### src/rtl/rowdec_pkg.sv
package rowdec_pkg;
  // number of predecoder groups for a given address width
  function automatic int n_groups(input int addr_w);
    return addr_w / 2;
  endfunction

  // number of decoded lines after merging g groups
  function automatic int lines_after(input int g);
    return 4 ** g;
  endfunction
endpackage

### src/rtl/rowdec_predec.sv
module rowdec_predec (
  input  logic [1:0] pair,
  output logic [3:0] line
);
  // 2:4 one-hot: code v raises line v
  for (genvar v = 0; v < 4; v++) begin : g_line
    localparam logic [1:0] CODE = 2'(v);
    assign line[v] = (pair[1] == CODE[1]) & (pair[0] == CODE[0]);
  end
endmodule

### src/rtl/rowdec_merge.sv
module rowdec_merge #(
  parameter int HI_W = 4
) (
  input  logic [HI_W-1:0]   hi,
  input  logic [3:0]        lo,
  output logic [HI_W*4-1:0] wl
);
  localparam int OUT_W = HI_W * 4;

  // two-input AND per output: upper-set line i/4 with lower pair line i%4
  for (genvar i = 0; i < OUT_W; i++) begin : g_and
    assign wl[i] = hi[i/4] & lo[i%4];
  end
endmodule

### src/rtl/rowdec_wldrv.sv
module rowdec_wldrv #(
  parameter int NW = 16
) (
  input  logic [NW-1:0] dec,
  input  logic          bank_sel,
  input  logic          wl_en,
  output logic [NW-1:0] wl
);
  logic gate;
  assign gate = bank_sel & wl_en;

  for (genvar i = 0; i < NW; i++) begin : g_drv
    assign wl[i] = dec[i] & gate;
  end
endmodule

### src/rtl/rowdec_top.sv
module rowdec_top #(
  parameter int ADDR_W = 4
) (
  input  logic                 clk,
  input  logic                 rst,
  input  logic [ADDR_W-1:0]    addr_in,
  input  logic                 bank_sel,
  input  logic                 wl_en,
  output logic [2**ADDR_W-1:0] wl_out
);
  import rowdec_pkg::*;

  localparam int P  = n_groups(ADDR_W);
  localparam int NW = lines_after(P);

  if ((ADDR_W % 2) != 0 || ADDR_W < 2 || ADDR_W > 8) begin : g_bad_width
    $error("rowdec_top: ADDR_W must be even and within 2..8");
  end

  // registered address
  logic [ADDR_W-1:0] addr_q;
  always_ff @(posedge clk) begin
    if (rst) addr_q <= '0;
    else     addr_q <= addr_in;
  end

  // predecode stage: one 2:4 per address pair, group p takes bits 2p+1:2p
  logic [3:0] pre [P];
  for (genvar p = 0; p < P; p++) begin : g_pre
    rowdec_predec u_pre (
      .pair (addr_q[2*p+1 -: 2]),
      .line (pre[p])
    );
  end

  // merge chain: stage j holds the lines decoded from the top j+1 pairs
  for (genvar j = 0; j < P; j++) begin : g_st
    localparam int W = 4 ** (j + 1);
    logic [W-1:0] lines;
    if (j == 0) begin : g_first
      assign lines = pre[P-1];
    end else begin : g_next
      rowdec_merge #(.HI_W(4 ** j)) u_merge (
        .hi (g_st[j-1].lines),
        .lo (pre[P-1-j]),
        .wl (lines)
      );
    end
  end

  logic [NW-1:0] dec;
  assign dec = g_st[P-1].lines;

  rowdec_wldrv #(.NW(NW)) u_drv (
    .dec      (dec),
    .bank_sel (bank_sel),
    .wl_en    (wl_en),
    .wl       (wl_out)
  );

  // gated on, exactly the addressed line is up
  p_onehot_r1: assert property (@(posedge clk) disable iff (rst)
    (bank_sel && wl_en) |-> ($countones(wl_out) == 1 && wl_out[addr_q]));

  // the register follows addr_in one edge later
  p_capture_r2: assert property (@(posedge clk) disable iff (rst)
    !rst |=> (addr_q == $past(addr_in)));

  // deselected bank keeps every line low
  p_bank_off_r4: assert property (@(posedge clk) disable iff (rst)
    !bank_sel |-> (wl_out == '0));

  // enable low keeps every line low
  p_en_off_r5: assert property (@(posedge clk) disable iff (rst)
    !wl_en |-> (wl_out == '0));

  // reset returns the address to row 0
  p_reset_r6: assert property (@(posedge clk)
    rst |=> (addr_q == '0));
endmodule

### config.mk
export PLATFORM = sky130hd
export DESIGN_NAME = rowdec_top
export DESIGN_NICKNAME = d
export VERILOG_FILES = /design/src/rtl/rowdec_pkg.sv /design/src/rtl/rowdec_predec.sv /design/src/rtl/rowdec_merge.sv /design/src/rtl/rowdec_wldrv.sv /design/src/rtl/rowdec_top.sv
export SDC_FILE = /design/constraint.sdc
export NUM_CORES = 1
export LEC_CHECK = 0
export BUFFER_PORTS_ARGS = -buffer_cell sky130_fd_sc_hd__buf_2
export CAP_MARGIN = 5
export CORE_AREA = 4 4 41 43
export DETAILED_ROUTE_END_ITERATION = 10
export DIE_AREA = 0 0 45 47
export GPL_ROUTABILITY_DRIVEN = 0
export SLEW_MARGIN = 20
export SYNTH_ARGS = -nofsm -noshare
export SYNTH_HDL_FRONTEND = slang
export SYNTH_HIERARCHICAL = 1
export SYNTH_SLANG_ARGS = --single-unit
### constraint.sdc
create_clock -name clk -period 1 [get_ports clk]
set_input_delay 0.2 -clock clk [delete_from_list [all_inputs] [get_ports clk]]
set_output_delay 0.2 -clock clk [all_outputs]
set_load 0.02 [all_outputs]
# --- After elaboration in Yosys (flattened, before gate mapping) ---
# Index checks and enable logic that the tools add are counted.
word_totals:
  register_bits: 4
  out_inout_bits: 16
classes:
  bitwise: 45
op_table:
  columns: ["op", "count"]
  rows:
  - ["bitwise AND 1 bit", 41]
  - ["inverter 1 bit", 4]

# --- Longest topological paths before layout ---
logic_depth:
  ltp_word: 4
  mapped_depth: 3

# --- Hierarchy ---
# The synthesis kept the hierarchy.
modules_own_cells:
  columns: ["mod", "cells_per_inst", "seq_area_each_um2", "area_each_um2", "instances"]
  rows:
  - ["rowdec_wldrv", 18, 0.0, 126.4, 1]
  - ["rowdec_top", 8, 80.1, 105.1, 1]
  - ["rowdec_merge", 16, 0.0, 100.1, 1]
  - ["rowdec_predec", 4, 0.0, 26.3, 2]

# --- Worst setup path before layout ---
# Ideal clock, no wire load.
synth_timing:
  kind: "register to output"
  from: "register addr_q[2]"
  to: "output port wl_out[8]"
  t_arrival_ps: 925
  stages_incl_launch_ff: 4
  path_buffers: 0
  setup_slack_ps: -125
  t_required_ps: 800
  path_cell_list: "dfxtp_1 > and2b_2 > and2_1 > and3_2"
synth_between:
  elab_chain_cells: 4
synth_lines:
  columns: ["element", "line_no", "text"]
  rows:
  - ["from (decl)", "rowdec_top.sv:21", "logic [ADDR_W-1:0] addr_q;"]
  - ["from (signal assigned)", "rowdec_top.sv:24", "else addr_q <= addr_in;"]
  - ["inverter 1 bit", "rowdec_predec.sv:8", "assign line[v] = (pair[1] == CODE[1]) & (pair[0] == CODE[0]);"]
  - ["bitwise AND 1 bit", "rowdec_predec.sv:8", null]
  - ["via g_st[0].lines[2]", "rowdec_top.sv:39", "logic [W-1:0] lines;"]
  - ["bitwise AND 1 bit", "rowdec_merge.sv:12", "assign wl[i] = hi[i/4] & lo[i%4];"]
  - ["via dec[8]", "rowdec_top.sv:51", "logic [NW-1:0] dec;"]
  - ["bitwise AND 1 bit", "rowdec_wldrv.sv:13", "assign wl[i] = dec[i] & gate;"]
  - ["to (decl)", "rowdec_top.sv:9", "output logic [2**ADDR_W-1:0] wl_out"]
# The timed path passes the listed nets, and every way through them passes these cells.

# --- Worst setup path in the final report ---
layout_timing:
  from: "register addr_q[2]"
  to: "output port wl_out[10]"
# The elaborated chain is that of the path after synthesis.

==> results.sh <==
export IMPL_hpwlAfterDp_um=702
export IMPL_postCtsSetupBuffers=0
export IMPL_clockRootBuffer="clkbuf_4"
export IMPL_cts_buffers_inserted=3
export IMPL_crit_buf_inv=1
export IMPL_initial_utilization_pct=29.5
export IMPL_register_area_sq_um=90.1
export IMPL_synthCells=50
export IMPL_holdCritStartpoint="rst"
export IMPL_rows=13
export IMPL_critPathMaxFanout=4
export IMPL_ys_types=10
export IMPL_syn_area_per_cell_sq_um=7.68
export IMPL_drc=0
export IMPL_setup_viol=16
export IMPL_grt_antenna_before_repair=0
export IMPL_power_w=0.000478
export IMPL_core_area_sq_um=1300
export IMPL_layout_cells_most_common_list="and3_4 (15), and2_1 (14), buf_6 (13)"
export IMPL_startpoint_type="flip-flop"
export IMPL_routedWlPerCell_um=9.64
export IMPL_grt_overflow_total=0
export IMPL_clk_pin_slew_ps=40
export IMPL_grt_usage_pct=8.29
export IMPL_antenna_cells=0
export IMPL_cts_max_level=1
export IMPL_top_regs="addr_q (4)"
export IMPL_peakVddDrop_uv=558
export IMPL_cts_tree="yes"
export IMPL_final_common_cell="and3_4"
export IMPL_dieHeight_um=47
export IMPL_wl_um=858
export IMPL_drive_gt1_share_pct=75.7
export IMPL_cts_path_max_buffers=2
export IMPL_status="finished with violations"
export IMPL_ant_nets=0
export IMPL_syn_cell_area_sq_um=384
export IMPL_final_setup_tns_ps=-6120
export IMPL_finalNetCount=84
export IMPL_setup_ws_ps=-418
export IMPL_largest_register_ffs=4
export IMPL_end_kind="output port"
export IMPL_regMostFlops="addr_q"
export IMPL_syn_nets=58
export IMPL_clock_sinks=4
export IMPL_hold_viol=0
export IMPL_drv_slew=0
export IMPL_drtPass1Iterations=2
export IMPL_holdPathEnd="addr_q[1]"
export IMPL_critPathSlowestCell="dfxtp_2"
export IMPL_p_leak_nw=0.330
export IMPL_syn2layout_area_growth_pct=86.0
export IMPL_ys_ff_latch=4
export IMPL_cp_top_family="simple AND/OR/NAND/NOR gates"
export IMPL_ys_warn_count=6
export IMPL_grt_pass1_wl_um=1280
export IMPL_worstPathArrival_ps=1220
export IMPL_fillers=124
export IMPL_cp_required_ps=800
export IMPL_fin_crit_sh_pct=142
export IMPL_grt_setup_unrepaired="true"
export IMPL_slew_headroom_pct=83.3
export IMPL_fmax_ghz=0.705
export IMPL_cap_violations=0
export IMPL_multi_input_area_sq_um=382
export IMPL_drt_initial_drc_count=4
export IMPL_grt_pass1_vias=328
export IMPL_portBuffers=23
export IMPL_post_place_ws_ps=-199
export IMPL_cp_cell_sequence="and2b_2 > and2_1 > and3_4 > buf_6"
export IMPL_dp_cells=86
export IMPL_slowest_delay_ps=340
export IMPL_viasPerCell=4.58
export IMPL_violations="negative setup slack"
export IMPL_power_density_nw_per_um2=669
export IMPL_final_cells=89
export IMPL_hold_depth=2
export IMPL_crit_type="flip-flop to output port"
export IMPL_ios=24
export IMPL_hold_path_class="input port to flip-flop"
export IMPL_dieArea_sq_um=2120
export IMPL_fin_crit_ps=1420
export IMPL_worst_slew_pin_slew_ps=251
export IMPL_die_w_um=45
export IMPL_vias=408
export IMPL_fin_util_pct=54.9
export IMPL_synth_seq_area_share_pct=20.8
export IMPL_grt_max_degree=17
synthesized netlist by cell type, drive strengths merged:
library cell  count  area [sq um]
and2b             2          17.5
dfxtp             4          80.1
and3             16           108
buf               2          18.8
and2             18           115
nor2              2          7.51
nor2b             6          37.5
per-layer routing:
metal	share of wire [%]	global-route usage (%)
met1	39	8.16
met2	52	15.0
met3	8.5	2.68
met4	0	5.26
met5	0	0
where the power goes:
part	total (W)	internal, W	switching (W)
logic	0.000107	0.0000561	0.0000510
registers	0.000180	0.000168	0.0000118
clock network	0.000191	0.000134	0.0000575
total	0.000478	0.000358	0.000120
repair_timing:
action,CTS,global route
hold buffers,0,0
pin swaps,0,4
cloned,0,0
resized for setup,24,13
setup endpoints to repair,16,16
hold endpoints to repair,0,0
worst max-delay path by stage:
stage	startpoint	endpoint	slack, ps	depth (start not counted)
floorplan	addr_q[2]	wl_out[10]	-30	3
global placement	addr_q[2]	wl_out[8]	-200	4
detailed placement	addr_q[0]	wl_out[4]	-200	4
CTS	addr_q[0]	wl_out[10]	-420	4
global route	addr_q[0]	wl_out[10]	-470	4
finish	addr_q[2]	wl_out[10]	-420	4
stage by stage:
stage                     cell area (sq um)  hold WS, ps
after floorplan                         464          264
after global placement                  579          400
after detailed placement                579          405
after CTS                               676          155
after global routing                    714          166
final                                   714          165
layout make-up:
| type | instances | area share (%) |
|---|---|---|
| Sequential cell | 4 | 12.6 |
| Multi-Input combinational cell | 44 | 53.4 |
| Tap cell | 15 | 2.63 |
| Timing Repair Buffer | 23 | 28.2 |
| Clock buffer | 3 | 3.15 |
kinds of logic (layout without fill, tap and decap cells):
kind of cell,count (synthesis),after routing,synth area share (%)
and+or+nand+nor,44,44,74.3
DFF,4,4,20.8
buffers and inverters,2,26,4.89
Power figures use the tool's default switching activity.
